--- config.mk ---
export PLATFORM = sky130hd
export DESIGN_NAME = ubrst_sender
export DESIGN_NICKNAME = d
export VERILOG_FILES = /design/src/rtl/ubrst_pkg.sv /design/src/rtl/ubrst_crc.sv /design/src/rtl/ubrst_pace.sv /design/src/rtl/ubrst_sender.sv
export SDC_FILE = /design/constraint.sdc
export NUM_CORES = 1
export LEC_CHECK = 0
export ABC_AREA = 1
export ABC_CLOCK_PERIOD_IN_PS = 2600
export CAP_MARGIN = 10
export CORE_UTILIZATION = 50
export DETAILED_ROUTE_END_ITERATION = 16
export DONT_BUFFER_PORTS = 1
export GPL_TIMING_DRIVEN = 0
export SYNTH_ARGS = -nofsm -noshare
export SYNTH_HDL_FRONTEND = slang
export SYNTH_SLANG_ARGS = --single-unit
--- constraint.sdc ---
create_clock -name clk -period 2.6 [get_ports clk]
set_clock_uncertainty 0.1 [all_clocks]
set_input_delay 0.13 -clock clk [delete_from_list [all_inputs] [get_ports clk]]
set_output_delay 0.13 -clock clk [all_outputs]
set_load 0.1 [all_outputs]
--- src/rtl/ubrst_pkg.sv ---
package ubrst_pkg;

  localparam int unsigned WORD_W = 16;
  localparam logic [15:0] CRC_POLY = 16'h1021;

  typedef enum logic [2:0] {
    ST_IDLE,
    ST_REQ,
    ST_XFER,
    ST_WSTOP,
    ST_PARK,
    ST_CRC,
    ST_REL
  } ubrst_st_e;

  // One 16-bit word folded into the CRC, most significant bit first.
  function automatic logic [15:0] crc16_step(input logic [15:0] c, input logic [WORD_W-1:0] d);
    logic [15:0] r;
    logic        fb;
    r = c;
    for (int i = WORD_W - 1; i >= 0; i--) begin
      fb = r[15] ^ d[i];
      r  = {r[14:0], 1'b0};
      if (fb) r = r ^ CRC_POLY;
    end
    return r;
  endfunction

endpackage

--- src/rtl/ubrst_crc.sv ---
module ubrst_crc
  import ubrst_pkg::*;
#(
  parameter logic [15:0] SEED = 16'h4ABA
) (
  input  logic              clk,
  input  logic              rst,
  input  logic              seed_ld,
  input  logic              upd,
  input  logic [WORD_W-1:0] word,
  output logic [15:0]       crc
);

  always_ff @(posedge clk) begin
    if (rst || seed_ld) crc <= SEED;
    else if (upd)       crc <= crc16_step(crc, word);
  end

endmodule

--- src/rtl/ubrst_pace.sv ---
module ubrst_pace #(
  parameter int unsigned EDGE_CYC  = 8,
  parameter int unsigned HOLD_CYC  = 2,
  parameter int unsigned SETUP_CYC = 2
) (
  input  logic clk,
  input  logic rst,
  input  logic edge_evt,
  input  logic load_evt,
  output logic edge_ok,
  output logic load_ok,
  output logic setup_ok
);

  localparam int unsigned GW = $clog2(EDGE_CYC + 1);
  localparam int unsigned SW = $clog2(SETUP_CYC + 1);

  logic [GW-1:0] gap;
  logic [SW-1:0] stg;

  // cycles since the last strobe edge, saturating
  always_ff @(posedge clk) begin
    if (rst)                           gap <= GW'(EDGE_CYC);
    else if (edge_evt)                 gap <= '0;
    else if (gap != GW'(EDGE_CYC))     gap <= gap + 1'b1;
  end

  // cycles the staged word has been on the lines, saturating
  always_ff @(posedge clk) begin
    if (rst || edge_evt)                        stg <= '0;
    else if (load_evt && stg != SW'(SETUP_CYC)) stg <= stg + 1'b1;
  end

  assign edge_ok  = (gap >= GW'(EDGE_CYC - 1));
  assign load_ok  = (gap >= GW'(HOLD_CYC - 1));
  assign setup_ok = (stg == SW'(SETUP_CYC));

  AST_GAP_RESTART: assert property (@(posedge clk) disable iff (rst)
    (edge_evt && EDGE_CYC > 1) |=> !edge_ok);

endmodule

--- src/rtl/ubrst_sender.sv ---
module ubrst_sender
  import ubrst_pkg::*;
#(
  parameter int unsigned CLK_PS   = 4000,
  parameter int unsigned CNT_W    = 16,
  parameter logic [15:0] CRC_SEED = 16'h4ABA,
  parameter int unsigned HALF_PS  = 30000,
  parameter int unsigned DSU_PS   = 6000,
  parameter int unsigned DHO_PS   = 6000,
  parameter int unsigned CVH_PS   = 6200
) (
  input  logic              clk,
  input  logic              rst,
  input  logic              start,
  input  logic [CNT_W-1:0]  word_cnt,
  input  logic              src_valid,
  input  logic [WORD_W-1:0] src_data,
  output logic              src_take,
  output logic              dmarq,
  input  logic              dmack,
  input  logic              host_rdy,
  input  logic              host_stop,
  output logic              dstrobe,
  output logic [WORD_W-1:0] dd_out,
  output logic              bus_oe
);

  localparam int unsigned HALF_RAW  = (HALF_PS + CLK_PS - 1) / CLK_PS;
  localparam int unsigned SETUP_RAW = (DSU_PS + CLK_PS - 1) / CLK_PS;
  localparam int unsigned HOLD_RAW  = (DHO_PS + CLK_PS - 1) / CLK_PS;
  localparam int unsigned CVH_RAW   = (CVH_PS + CLK_PS - 1) / CLK_PS;
  localparam int unsigned HALF_CYC  = (HALF_RAW  < 2) ? 2 : HALF_RAW;
  localparam int unsigned SETUP_CYC = (SETUP_RAW < 1) ? 1 : SETUP_RAW;
  localparam int unsigned HOLD_CYC  = (HOLD_RAW  < 1) ? 1 : HOLD_RAW;
  localparam int unsigned CVH_CYC   = (CVH_RAW   < 1) ? 1 : CVH_RAW;
  localparam int unsigned HW        = $clog2(CVH_CYC + 1);
  localparam int unsigned CW        = $clog2(HALF_CYC + 2);

  ubrst_st_e         st;
  logic [CNT_W-1:0]  cnt;
  logic [HW-1:0]     hcnt;
  logic              strb_q;
  logic [WORD_W-1:0] dd_q;
  logic              edge_ok, load_ok, setup_ok;
  logic              fire, load, park_edge, enter, edge_evt;
  logic [15:0]       crc;

  assign enter     = (st == ST_REQ) && dmack && !host_stop;
  assign fire      = (st == ST_XFER) && dmack && host_rdy && !host_stop &&
                     (cnt != '0) && src_valid && edge_ok && setup_ok;
  assign load      = (st == ST_XFER) && src_valid && load_ok && (cnt != '0);
  assign park_edge = (st == ST_PARK) && !strb_q && edge_ok;
  assign edge_evt  = fire || park_edge || enter;

  ubrst_pace #(
    .EDGE_CYC (HALF_CYC),
    .HOLD_CYC (HOLD_CYC),
    .SETUP_CYC(SETUP_CYC)
  ) i_pace (
    .clk     (clk),
    .rst     (rst),
    .edge_evt(edge_evt),
    .load_evt(load),
    .edge_ok (edge_ok),
    .load_ok (load_ok),
    .setup_ok(setup_ok)
  );

  ubrst_crc #(.SEED(CRC_SEED)) i_crc (
    .clk    (clk),
    .rst    (rst),
    .seed_ld((st == ST_IDLE) && start && (word_cnt != '0)),
    .upd    (fire),
    .word   (dd_q),
    .crc    (crc)
  );

  always_ff @(posedge clk) begin
    if (rst) begin
      st     <= ST_IDLE;
      cnt    <= '0;
      hcnt   <= '0;
      dmarq  <= 1'b0;
      strb_q <= 1'b1;
      dd_q   <= '0;
      bus_oe <= 1'b0;
    end else begin
      unique case (st)
        ST_IDLE: if (start && word_cnt != '0) begin
          cnt   <= word_cnt;
          dmarq <= 1'b1;
          st    <= ST_REQ;
        end
        ST_REQ: if (enter) begin
          bus_oe <= 1'b1;
          strb_q <= 1'b1;
          st     <= ST_XFER;
        end
        ST_XFER: begin
          if (host_stop) begin
            dmarq <= 1'b0;
            st    <= ST_PARK;
          end else if (cnt == '0) begin
            dmarq <= 1'b0;
            st    <= ST_WSTOP;
          end else begin
            if (load) dd_q <= src_data;
            if (fire) begin
              strb_q <= ~strb_q;
              cnt    <= cnt - 1'b1;
            end
          end
        end
        ST_WSTOP: if (host_stop) st <= ST_PARK;
        ST_PARK: begin
          if (park_edge) strb_q <= 1'b1;
          else if (strb_q && load_ok) begin
            dd_q <= crc;
            st   <= ST_CRC;
          end
        end
        ST_CRC: if (!dmack) begin
          hcnt <= '0;
          st   <= ST_REL;
        end
        ST_REL: begin
          if (hcnt == HW'(CVH_CYC - 1)) begin
            bus_oe <= 1'b0;
            st     <= ST_IDLE;
          end else begin
            hcnt <= hcnt + 1'b1;
          end
        end
        default: st <= ST_IDLE;
      endcase
    end
  end

  assign src_take = fire;
  assign dstrobe  = strb_q;
  assign dd_out   = dd_q;

  // independent edge-spacing tracker for the assertions
  logic          strb_d;
  logic [CW-1:0] se;
  always_ff @(posedge clk) begin
    if (rst) begin
      strb_d <= 1'b1;
      se     <= CW'(HALF_CYC + 1);
    end else begin
      strb_d <= strb_q;
      if (strb_q != strb_d)                se <= CW'(1);
      else if (se != CW'(HALF_CYC + 1))    se <= se + 1'b1;
    end
  end

  AST_EDGE_SPACING: assert property (@(posedge clk) disable iff (rst)
    (strb_q != strb_d) |-> (se >= CW'(HALF_CYC)));
  AST_DATA_SETUP: assert property (@(posedge clk) disable iff (rst)
    (strb_q != strb_d) |-> $stable(dd_q));
  AST_DATA_HOLD: assert property (@(posedge clk) disable iff (rst)
    ((strb_q != strb_d) && HOLD_CYC > 1) |=> $stable(dd_q));
  AST_NO_EDGE_PAUSED: assert property (@(posedge clk) disable iff (rst)
    (($past(st) == ST_XFER) && (strb_q != $past(strb_q))) |-> $past(host_rdy));
  AST_TAKE_ON_EDGE: assert property (@(posedge clk) disable iff (rst)
    src_take |=> (strb_q != $past(strb_q)));
  AST_PARKED_WAIT: assert property (@(posedge clk) disable iff (rst)
    ($past(st) == ST_WSTOP) |-> ($stable(strb_q) && !dmarq));
  AST_CRC_HELD: assert property (@(posedge clk) disable iff (rst)
    (($past(st) == ST_CRC) && (st == ST_CRC)) |-> $stable(dd_q));

endmodule

==> results of run 1 <==
worst register-to-register path: stages, from the launching register on:
cell and delay (ns):
dfxtp_1 1.02, xor2_1 0.20, nand2_1 0.09, nand2_1 0.17, nand2_1 0.09, nand2_1 0.15, inv_1 0.08, nand2_1 0.10
nand2_1 0.11, nand2_1 0.08, nand3_1 0.09, nand2_1 0.10
layout by cell type (no fill, tap or decap), types with 2 or more instances in the layout:
master and count:
mux2i_1 3, o211ai_1 2, nand2_4 3, mux2_2 10, xnor2_1 13, dlygate4sd3_1 25, nand3b_1 4, a21oi_1 59
nand3_1 49, dfxtp_1 57, bufinv_16 2, clkbuf_1 10, xor2_1 27, nand4_1 5, clkbuf_8 10, nor2_2 2
inv_2 4, ha_1 8, buf_4 4, buf_6 2, buf_2 4, nor3_1 8, nor2_1 55, dfxtp_2 5
clkinv_2 2, nand3_2 3, o21ai_0 43, nand2_1 158, inv_1 56, nand2_2 2
cell usage after synthesis (all sizes together):
master | instances | area, um^2
nand2 | 163 | 639.4
dfxtp | 62 | 1241
a21oi | 61 | 320.3
inv | 61 | 231.5
nor2 | 58 | 230.2
nand3 | 53 | 292.8
o21ai | 44 | 220.2
xor2 | 27 | 236.5
xnor2 | 13 | 113.9
buf | 11 | 76.32
mux2 | 10 | 112.6
clkbuf | 8 | 30.03
ha | 8 | 100.1
nor3 | 8 | 40.04
nand4 | 5 | 31.28
nand3b | 4 | 30.03
mux2i | 3 | 30.03
o211ai | 2 | 15.01
a211oi | 1 | 7.510
a21o | 1 | 7.510
a22oi | 1 | 7.510
o21a | 1 | 7.510
o22ai | 1 | 6.260
or2 | 1 | 6.260
layer usage:
metal  vias up  share of wire [%]
met2        97                 49
met5         -                  0
li1       2040                  -
met4         0                1.5
met3        14                5.4
met1      1831                 44
final cells by class:
class	count	share of cell area, %
Multi-Input combinational cell	465	52.98
Buffer	19	2.295
Tap cell	102	2.755
Inverter	61	4.996
Clock buffer	12	3.133
Sequential cell	62	26.92
Timing Repair Buffer	25	5.401
Clock inverter	4	1.512
through the flow:
step | utilization [%] | TNS (ns) | area, um^2
final | 59.65 | 0 | 4633
after global routing | 59.65 | 0 | 4633
after CTS | 59.58 | 0 | 4628
after detailed placement | 53.58 | -0.01515 | 4161
after global placement | 53.58 | -0.007517 | 4161
after floorplan | - | 0 | 4034
registers in the layout, indices dropped and copies added, names as in the netlist:
name	cells
dstrobe	1
i_pace.gap	4
bus_oe	1
st	3
i_pace.stg	2
i_crc.crc	16
cnt	16
dd_out	16
dmarq	1
hcnt	2
final timing paths:
path,start,to,slack (ns),depth (start not counted)
max,dd_out[10]$_SDFFE_PP0P_,i_crc.crc[7]$_SDFFE_PP1P_,0.18,11
min reg2reg,hcnt[1]$_SDFFE_PP0P_,hcnt[1]$_SDFFE_PP0P_,0.36,2
min,word_cnt[0],cnt[0]$_SDFFE_PP0P_,0.02,4
max reg2reg,dd_out[10]$_SDFFE_PP0P_,i_crc.crc[7]$_SDFFE_PP1P_,0.18,11
kinds of logic (layout without fill, tap and decap cells):
| kind of cell | count (synthesis) | count (layout) | synth area share, % |
|---|---|---|---|
| muxes | 13 | 13 | 3.536 |
| xor gates and xnor gates | 40 | 40 | 8.685 |
| buffers and inverters | 80 | 121 | 8.375 |
| DFF | 62 | 62 | 30.77 |
| AOI/OAI and AO/OA | 112 | 112 | 14.67 |
| adders and majority gates | 8 | 8 | 2.481 |
| and+or+nand+nor | 292 | 292 | 31.48 |
what timing repair did:
item | in CTS | in global routing
setup endpoints to repair | 2 | 7
pin swaps | 0 | 0
gates resized for setup | 1 | 4
hold buffers | 25 | 0
hold endpoints to repair | 26 | 0
report_power, final:
group / switching, mW / total, mW / internal (mW)
combinational: 1.74 / 2.73 / 0.986
sequential: 0.867 / 2.05 / 1.18
clock: 0.395 / 0.959 / 0.564
==> flow_summary.ini, run 1 <==
[synthesis]
synth-seq-cells = 62
synth_area_um2 = 4034
postSynthCellCount = 607
yosysUniqueCellTypes = 38
seq_area_frac_synth_pct = 30.77
synth_nets = 654
synth_warnings = 0
avgSynthCellArea_um2 = 6.646

[grt]
use_met1_pct = 32.23
overflow = 0
grt_pass1_wl_um = 17860
first_global_vias = 3787
grt_max_degree = 11
grt_use_met3_pct = 6.302
grt.met2_usage_pct = 48.18
antenna_found_initial = 0
top_usage_layer = met2
grt_use_total_pct = 27.13

[route]
ant_nets = 0
route.detailed.drc = 0
post_drt_wl_per_cell_um = 14.71
drt-total-wl_um = 11030
via_count = 3982
drt_iter0_drc = 135
drtPass1Iterations = 4
viasPerCell = 5.309

[placement]
placed_cells = 709
port_buffers = 0
gp_congestion = 0.8877
place_hpwl_um = 7927
place_ws_ns = -0.01515

[setup_path]
crit_required_ns = 2.80
cp_slowest_cell = dfxtp_1
cp_max_fo = 4
crit_chain = xor2_1, nand2_1, nand2_1, nand2_1, nand2_1, inv_1, nand2_1, nand2_1, nand2_1, nand3_1, nand2_1
cpLargestDelayFamily = flip-flops
crit_top_cell = nand2_1
critical_path_class = reg -> reg
endpoint_kind = flop
path_buf_inv = 1
slowest_delay_ns = 1.02
critPathLaunchType = flop
crit_arrival_ns = 2.62

[clock_network]
clock_latency_ns = 0.35
cts_setup_buffers = 0
cts.sinks = 62
clk_pin_slew_ns = 0.08
numCtsBuffers = 9
cts-root-buf = clkbuf_8
htreeDepth = 3
cts.path.max_buffers = 2
cts_tree = built

[cells_and_area]
fin_nets = 690
regArea_um2 = 1247
multi_input_area_um2 = 2455
fillers = 778
antenna_cells = 0
syn2layout_area_growth_pct = 14.86
layoutNonFillerInstCount = 750
drive_gt1_share_pct = 9.105

[die]
rows = 32
core_area_um2 = 7767
ios = 59
chipWidth_um = 91.82
die_area_um2 = 8431
initial_core_util_pct = 51.93
die_y_um = 91.82

[pwr]
p_leak_nw = 2.039
power_density_nw_per_um2 = 1238
finalPower_mw = 5.738
peakVddDrop_mv = 0.6465

[sta]
fmax_mhz = 412.9
relSlewSlack_pct = 25.92
finalCritPeriodShare_pct = 93.16
rsz0062_at_grt = false
period_needed_ns = 2.422
hold_viol_final = 0
setup_viol = 0
holdWs_ns = 0.02271
fin_ws_ns = 0.1780
tightestPinTransition_ns = 1.110
slew_viol_final = 0

[min_path]
hold_class = in -> reg

[status]
status = finished, final reports clean

[flow_run]
drv_cap = 0
Power figures use the tool's default switching activity.
==> run 2, diff against run 1 <==
CORE_MARGIN = 3   (was unset)
==> flow_summary.ini, run 2 (synthesis results as in run 1) <==
[route]
drt-total-wl_um = 11100
route.met2.wl_um = 5566
route.detailed.drc = 0
wl_met1_um = 4674
drtPass1Iterations = 5
highest_layer = met4
viasPerCell = 5.289
post_drt_wl_per_cell_um = 14.84
via_count = 3956
drt_iter0_drc = 143
ant_nets = 0
wl_met3_um = 653

[min_path]
holdPathStages = 4
hold_class = in -> reg

[die]
die_area_um2 = 9181
die_y_um = 95.82
rows = 32
chipWidth_um = 95.82
initial_core_util_pct = 51.93
core_area_um2 = 7767
ios = 59

[grt]
antenna_found_initial = 0
grt_pass1_wl_um = 17950
overflow = 0
grt_use_total_pct = 25.30
grt_max_degree = 12
first_global_vias = 3793

[placement]
place_hpwl_um = 8177
placed_cells = 709
gp_congestion = 0.8863
port_buffers = 0
placed_area_um2 = 4161

[pwr]
peakVddDrop_mv = 0.6167
power_density_nw_per_um2 = 1237
p_leak_nw = 2.028

[cells_and_area]
fin_nets = 688
antenna_cells = 0
stdcell_area_um2 = 4616
fillers = 775
most-common-layout-cells = 158 x nand2_1, 59 x a21oi_1, 56 x inv_1, 55 x nor2_1, 54 x dfxtp_1
layoutNonFillerInstCount = 748
drive_gt1_share_pct = 9.752
syn2layout_area_growth_pct = 14.42
final_common_cell = nand2_1

[sta]
relSlewSlack_pct = 25.10
period_needed_ns = 2.432
rsz0062_at_grt = false
fmax_mhz = 411.1
hold_viol_final = 1
setup_tns_ns = 0
setup_viol = 0
slew_viol_final = 0
holdWs_ns = -0.0008409
finalCritPeriodShare_pct = 93.56
tightestPinTransition_ns = 1.122

[clock_network]
cts-root-buf = clkbuf_8
clk_pin_slew_ns = 0.07
htreeDepth = 3
cts.path.max_buffers = 2
numCtsBuffers = 9
clock_latency_ns = 0.35
cts_tree = built
cts.sinks = 62

[setup_path]
endpoint_kind = output port
critPathLaunchType = flop
critical_path_class = reg -> out
crit_required_ns = 2.37
rr_worst_depth = 11
cp_max_fo = 10
crit_arrival_ns = 2.20

[status]
status = finished with violations
violations = hold timing

[flow_run]
drv_cap = 0
run 2: changes by cell type in the layout (fill, tap and decap cells not counted):
cell | previous run | this run
clkbuf_8 | 10 | 9
dfxtp_1 | 57 | 54
dlygate4sd3_1 | 25 | 23
clkbuf_1 | 10 | 9
clkinvlp_4 | 0 | 1
dfxtp_2 | 5 | 8
clkinv_4 | 0 | 1
run 2: power breakdown:
group / switching, mW / total (mW) / internal, mW
combinational: 1.72 / 2.71 / 0.984
sequential: 0.870 / 2.06 / 1.19
clock: 0.408 / 0.946 / 0.538
total: 3.00 / 5.71 / 2.71
run 2: path summary, 6_finish.rpt:
kind	slack (ns)	to	from
worst max-delay path	0.17	src_take	i_pace.gap[0]$_SDFFE_PP0P_
worst min-delay path	-0.0008	cnt[0]$_SDFFE_PP0P_	word_cnt[0]
worst max register to register	0.20	i_crc.crc[6]$_SDFFE_PP0P_	i_pace.gap[0]$_SDFFE_PP0P_
worst min register to register	0.36	hcnt[1]$_SDFFE_PP0P_	hcnt[1]$_SDFFE_PP0P_
run 2: worst max-delay path, stage by stage (launching register included):
cell and delay [ns]:
dfxtp_1 0.41, ha_1 0.20, nand2_1 0.06, inv_1 0.07, nor2_1 0.05, nor2_1 0.15, nand3_2 0.14, inv_1 0.18
buf_2 0.58
run 2: cell type report:
cell class	count	area (um^2)	share of cell area (%)
repair buffers	23	230.2	4.988
clock buffers	10	127.6	2.765
inverters	61	231.5	5.015
multi-input cells	465	2455	53.19
clock inverters	6	86.33	1.870
well taps	102	127.6	2.765
plain buffers	19	106.4	2.304
flip-flops and latches	62	1251	27.11
run 2: stage by stage:
step                total power [mW]  worst slack, ns  util [%]
floorplan                      4.121           0.3336         -
global placement               4.684          0.01284     53.58
detailed placement             4.720         -0.01128     53.58
CTS                            5.707         0.004250     59.33
global route                   6.195          0.01630     59.42
finish                         5.712           0.1675     59.42
run 2: routing by layer:
layer  GRT usage (%)  up-vias
met5               0        -
met2           45.11       96
met4           9.716        0
li1                -     2049
met3           4.769       21
met1           29.82     1790
run 2: what timing repair did:
action	4_1_cts	5_1_grt
cloned	0	0
hold buffers	23	0
setup endpoints to repair	2	8
endpoints found under the hold margin	25	0
resized for setup	2	6
setup buffers	0	0
